### src/rtl/cla_pkg.sv
package cla_pkg;
   localparam int unsigned CLA_DEF_WIDTH = 16;
   localparam int unsigned CLA_DEF_RADIX = 4;

   function automatic int unsigned cla_groups(input int unsigned width, input int unsigned radix);
      return width / radix;
   endfunction
endpackage

### src/rtl/cla_bit_stage.sv
module cla_bit_stage #(
   parameter int unsigned W = 16
) (
   input  logic [W-1:0] op_a,
   input  logic [W-1:0] op_b,
   input  logic [W-1:0] carry_in_bits,
   output logic [W-1:0] prop,
   output logic [W-1:0] gen,
   output logic [W-1:0] sum_bits
);
   always_comb begin
      prop     = op_a ^ op_b;
      gen      = op_a & op_b;
      sum_bits = prop ^ carry_in_bits;
   end

   // a bit cannot both generate and propagate (R7 rests on this)
   always_comb begin
      p_bit_exclusive_r7: assert ((prop & gen) == '0)
         else $error("bit propagate and generate overlap");
   end
endmodule

### src/rtl/cla_lookahead.sv
module cla_lookahead #(
   parameter int unsigned RADIX = 4
) (
   input  logic [RADIX-1:0] p_in,
   input  logic [RADIX-1:0] g_in,
   input  logic             c_in,
   output logic [RADIX-1:0] c_out,
   output logic             blk_p,
   output logic             blk_g
);
   generate
      if (RADIX < 1) begin : g_bad_radix
         $error("cla_lookahead: RADIX must be at least 1");
      end
   endgenerate

   // flat sum-of-products carries, no ripple inside the unit
   always_comb begin
      logic acc;
      logic term;
      for (int i = 0; i < RADIX; i++) begin
         acc = c_in;
         for (int j = 0; j < i; j++) acc = acc & p_in[j];
         for (int j = 0; j < i; j++) begin
            term = g_in[j];
            for (int k = j + 1; k < i; k++) term = term & p_in[k];
            acc = acc | term;
         end
         c_out[i] = acc;
      end
   end

   always_comb begin
      logic gacc;
      logic gterm;
      gacc = 1'b0;
      for (int i = 0; i < RADIX; i++) begin
         gterm = g_in[i];
         for (int j = i + 1; j < RADIX; j++) gterm = gterm & p_in[j];
         gacc = gacc | gterm;
      end
      blk_g = gacc;
      blk_p = &p_in;
   end

   // flat carries must agree with the one-step recurrence
   always_comb begin
      p_first_carry_r2: assert (c_out[0] == c_in)
         else $error("carry 0 differs from carry-in");
      for (int i = 1; i < RADIX; i++) begin
         p_ripple_rule_r3: assert (c_out[i] == (g_in[i-1] | (p_in[i-1] & c_out[i-1])))
            else $error("carry %0d breaks recurrence", i);
      end
      p_group_exclusive_r7: assert (!(blk_p && blk_g))
         else $error("group propagate and generate both set");
   end
endmodule

### src/rtl/cla_carry_out.sv
module cla_carry_out (
   input  logic top_p,
   input  logic top_g,
   input  logic c_in,
   output logic c_out
);
   always_comb c_out = top_g | (top_p & c_in);
endmodule

### src/rtl/cla_adder.sv
module cla_adder
   import cla_pkg::*;
#(
   parameter int unsigned WIDTH = CLA_DEF_WIDTH,
   parameter int unsigned RADIX = CLA_DEF_RADIX
) (
   input  logic [WIDTH-1:0] a,
   input  logic [WIDTH-1:0] b,
   input  logic             cin,
   output logic [WIDTH-1:0] sum,
   output logic             cout,
   output logic             grp_p,
   output logic             grp_g
);
   localparam int unsigned GROUPS = cla_groups(WIDTH, RADIX);

   generate
      if (RADIX < 2 || WIDTH % RADIX != 0) begin : g_bad_split
         $error("cla_adder: WIDTH must be a multiple of RADIX >= 2");
      end
      if (GROUPS > RADIX) begin : g_bad_depth
         $error("cla_adder: WIDTH exceeds two lookahead levels");
      end
   endgenerate

   logic [WIDTH-1:0]  p_bits, g_bits, c_bits;
   logic [GROUPS-1:0] gp, gg, gc;
   logic              top_p, top_g;

   cla_bit_stage #(.W(WIDTH)) u_bits (
      .op_a(a), .op_b(b), .carry_in_bits(c_bits),
      .prop(p_bits), .gen(g_bits), .sum_bits(sum)
   );

   for (genvar k = 0; k < GROUPS; k++) begin : g_grp
      cla_lookahead #(.RADIX(RADIX)) u_la (
         .p_in (p_bits[k*RADIX +: RADIX]),
         .g_in (g_bits[k*RADIX +: RADIX]),
         .c_in (gc[k]),
         .c_out(c_bits[k*RADIX +: RADIX]),
         .blk_p(gp[k]),
         .blk_g(gg[k])
      );
   end

   if (GROUPS > 1) begin : g_upper
      cla_lookahead #(.RADIX(GROUPS)) u_top (
         .p_in(gp), .g_in(gg), .c_in(cin),
         .c_out(gc), .blk_p(top_p), .blk_g(top_g)
      );
   end else begin : g_single
      always_comb begin
         gc    = cin;
         top_p = gp[0];
         top_g = gg[0];
      end
   end

   cla_carry_out u_cout (
      .top_p(top_p), .top_g(top_g), .c_in(cin), .c_out(cout)
   );

   always_comb begin
      grp_p = top_p;
      grp_g = top_g;
   end

   always_comb begin
      p_sum_total_r1: assert ({cout, sum} == ({1'b0, a} + {1'b0, b} + {{WIDTH{1'b0}}, cin}))
         else $error("sum mismatch");
      p_cout_rule_r6: assert (cout == (grp_g | (grp_p & cin)))
         else $error("cout disagrees with group terms");
      p_top_gen_r5: assert (grp_g == (({1'b0, a} + {1'b0, b}) >> WIDTH))
         else $error("grp_g disagrees with carry at cin=0");
   end
endmodule

### config.mk
export PLATFORM = sky130hd
export DESIGN_NAME = cla_adder
export DESIGN_NICKNAME = d
export VERILOG_FILES = /design/src/rtl/cla_pkg.sv /design/src/rtl/cla_bit_stage.sv /design/src/rtl/cla_lookahead.sv /design/src/rtl/cla_carry_out.sv /design/src/rtl/cla_adder.sv
export SDC_FILE = /design/constraint.sdc
export NUM_CORES = 1
export LEC_CHECK = 0
export BUFFER_PORTS_ARGS = -buffer_cell sky130_fd_sc_hd__buf_2
export CAP_MARGIN = 25
export CORE_MARGIN = 8
export CORE_UTILIZATION = 30
export DETAILED_ROUTE_END_ITERATION = 6
export PLACE_DENSITY = 0.73
export SLEW_MARGIN = 5
export SYNTH_ARGS = -nofsm -noshare
export SYNTH_HDL_FRONTEND = slang
export SYNTH_SLANG_ARGS = --single-unit
export TNS_END_PERCENT = 20
### constraint.sdc
create_clock -name vclk -period 4.43
set_input_delay 0.886 -clock vclk [all_inputs]
set_output_delay 0.886 -clock vclk [all_outputs]
set_load 0.1 [all_outputs]
; ---- Word level (Yosys, flattened, before mapping)
; Cells that the tools add are included.
; W data, S select, Z words.
[op_classes]
n_reduce_logical = 5
n_bitwise = 95
[op_table]
columns = cell, n
row1 = $and A1 B1 Y1, 46
row2 = $or A1 B1 Y1, 46
row3 = $xor A16 B16 Y16, 2
row4 = $and A16 B16 Y16, 1
row5 = $reduce_and A16 Y1, 1
row6 = $reduce_and A4 Y1, 4
[word_totals]
elab_cells = 100
ff_bits = 0

; ---- Longest topological paths before layout
[logic_depth]
ltp_word = 19
ltp_mapped = 10
depth_no_buf = 10

; ---- Hierarchy
; From an unflattened synthesis, not the netlist that was laid out.
[unflattened]
cells_unflattened = 98
area_unflattened_um2 = 685.7
[modules_own_cells]
columns = module, instances, area_per_inst_um2, seq_area_each_um2, cells_per_inst
row1 = cla_bit_stage, 1, 340.3, 0.0, 32
row2 = cla_lookahead, 5, 67.6, 0.0, 13
row3 = cla_carry_out, 1, 7.5, 0.0, 1

; ---- Least setup slack after synthesis
; OpenSTA, ideal clock, no wires.
[synth_timing]
kind = input -> output
start = input port a[5]
end = output port sum[15]
path_stages = 10
path_buffers = 0
t_arrival_ps = 3873
slack_ps = -329
cell_sequence = ha_1 > and4_4 > and3_1 > a211oi_2 > o21bai_1 > ha_1 > o21a_1 > o21a_1 > nor2_1 > xnor2_1
[synth_between]
elab_chain_len = 17
elab_cells_between_ends = 26
[synth_lines]
columns = item, line
row1 = from (decl), cla_adder.sv:7  ; input logic [WIDTH-1:0] a,
row2 = $xor A16 B16 Y16, cla_bit_stage.sv:12  ; prop = op_a ^ op_b;
row3 = $and A1 B1 Y1 (3 in series), cla_lookahead.sv:39  ; for (int j = i + 1; j < RADIX; j++) gterm = gterm & p_in[j];
row4 = $or A1 B1 Y1 (3 in series), cla_lookahead.sv:40  ; gacc = gacc | gterm;
row5 = $and A1 B1 Y1, cla_lookahead.sv:26  ; for (int k = j + 1; k < i; k++) term = term & p_in[k];
row6 = $or A1 B1 Y1 (*) (2 in series), cla_lookahead.sv:27  ; acc = acc | term;
row7 = $and A1 B1 Y1 (*) (3 in series), cla_lookahead.sv:23  ; for (int j = 0; j < i; j++) acc = acc & p_in[j];
row8 = $or A1 B1 Y1 (*) (3 in series), cla_lookahead.sv:27
row9 = $xor A16 B16 Y16 (*), cla_bit_stage.sv:14  ; sum_bits = prop ^ carry_in_bits;
row10 = to (decl), cla_adder.sv:10  ; output logic [WIDTH-1:0] sum,
; Every way passes the cells marked *; elsewhere a longest branch is shown, timed or not.

; ---- Worst setup path in the final report
; Same ends and word-level chain as after synthesis.

==> impl_results.md <==
* Status: finished, final reports clean
* Sequential cells at 0
* GR Util All Layers at 9.76%
* Register area share after synthesis at 0%
* GRT Residual Overflow at 0
* Internal Power at 0.0000921 W
* Slew HR at 67.2%
* Syn avg cell area at 8.32 µm²
* PortBufs at 52
* Crit Path Class: input pin to output port
* Syn_nets at 143
* Combinational power share at 100.0%
* WL final at 2150 µm
* Hold Path Depth at 4
* Maximum vdd ir drop at 0.196 mV
* First drt pass iteration count at 2
* Synth cell count leaders: 20 x ha_1, 9 x nor2_1, 8 x o21a_1, 7 x a21oi_1
* Psw at 0.000309 W
* Share of power burned in registers at 0%
* CP Capture Type: output port
* Sw frac at 77.1%
* Die area at 4200 µm²
* Routability cong. at 0.744
* Die width at 64.8 µm
* Number of post-CTS setup repair buffers at 0
* Post-DP HPWL at 2030 µm
* Synthesized area at 716 µm²
* First-iteration detailed-routing DRC count at 8
* Hold Fails Final Rpt at 0
* Antenna viol nets, final at 0
* Row count at 17
* Diode count at 0
* Worst Tran Pin Value at 495 ps
* Largest net degree at the start of global routing at 5
* DRC viols at 0
* Placed cells at 166
* Post-Layout Cell Count at 166
* Register Area at 0 µm²
* Via count at 815
* Filler cells at 242
* Max_cap viols at 0
* Leakage at 0.577 nW
* Clock share of power at 0%
* Clock buffers at 0
* CP arrival at 3220 ps
* Hold-fix buffers, CTS at 0
* Vias in the first global route at 905
* Post-layout min period at 4100 ps
* Final cycle utilization of the critical path at 92.6%
* PwrDens at 377 nW/µm²
* Worst hold path type: input pin to output port
* RSZ-0062 raised after global routing: false
* Fin util at 47.6%
* Synth warn at 0
* Vias/cell at 4.91
* Mapped Cells at 86
* Fin nets at 197
* Final setup fails at 0
* Starting Density at 32.0%
* Top-area cell type share of the netlist area at 35.0%
* Area leader, netlist: ha_1
* Final Cell Area at 1060 µm²
* Initial antenna violation count at 0
* Post-cts resize count at 0
* Wire per inst at 12.9 µm
* Pins over their slew limit at 0
* Top post-synthesis cells by area: ha_1 35%, fa_1 11%, o21a_1 8.4%
* Worst-path fanout max at 4
* Req. time, crit path at 3540 ps
* First-pass GRT wire length at 3670 µm
* Layout cells sized above 1 at 41.3%
* Core ar. at 2230 µm²
* Placed instance area at 1060 µm²
* Cell with the most instances after synthesis: ha_1
* Crit start category: input pin
* FMAX at 0.244 GHz
* Layout area overhead at 48.6%
* Die H at 64.8 µm
* Combined area of the multi-input logic cells at 704 µm²
* Num ports at 52
* Library cells used by synthesis at 20
==> through the flow <==
step                      worst slack [ps]  TNS [ps]  hold WS (ps)  power (W)
after detailed placement               329         0          2340   0.000403
after global placement                 376         0          2330   0.000398
after CTS                              319         0          2340   0.000404
after floorplan                       -233     -1070          2320   0.000325
after global routing                   166         0          2370   0.000421
final                                  329         0          2350   0.000401
==> critical path: stages <==
cell and delay (ps):
buf_2 100, ha_1 340, and4_4 230, and3_1 170, a211oi_2 260, o21bai_1 140
ha_1 210, o21a_1 180, o21a_1 190, nor2_1 160, xnor2_2 150, buf_12 200
==> per-layer routing <==
metal / GRT usage (%) / wire (µm)
met1: 10.2 / 844
met2: 19.6 / 1140
met3: 2.75 / 160
met5: 0 / 0
met4: 0 / 0
==> worst paths after layout <==
check / from / end / slack, ps
worst max-delay path: a[5] / sum[15] / 330
worst min-delay path: b[15] / sum[15] / 2350
==> power groups by stage <==
stage	combinational [W]	sequential [W]	clock, W
2_1_floorplan	0.000325	0	0
3_3_place_gp	0.000398	0	0
3_5_place_dp	0.000403	0	0
4_1_cts	0.000404	0	0
5_1_grt	0.000421	0	0
6_report	0.000401	0	0
==> cells in the final DEF, fill, tap and decap left out, types with 5 or more instances in the layout <==
cell type	count
buf_2	49
nor2_1	9
ha_1	20
a21oi_1	7
o21a_1	8
o21ai_1	5
inv_1	5
==> area by class of cell <==
cell class	count	share of cell area (%)
Multi-Input combinational cell	81	66.2
Inverter	5	1.76
Tap cell	28	3.29
Timing Repair Buffer	52	28.7
==> logic make-up after synthesis <==
kind of cell	Yosys count	share of synthesized area, %
simple gates	23	16.6
compound gates	26	24.8
xor+xnor	8	9.79
buf+inv	5	2.62
fa+ha+maj	24	46.2
(Power assumes the default switching activity.)
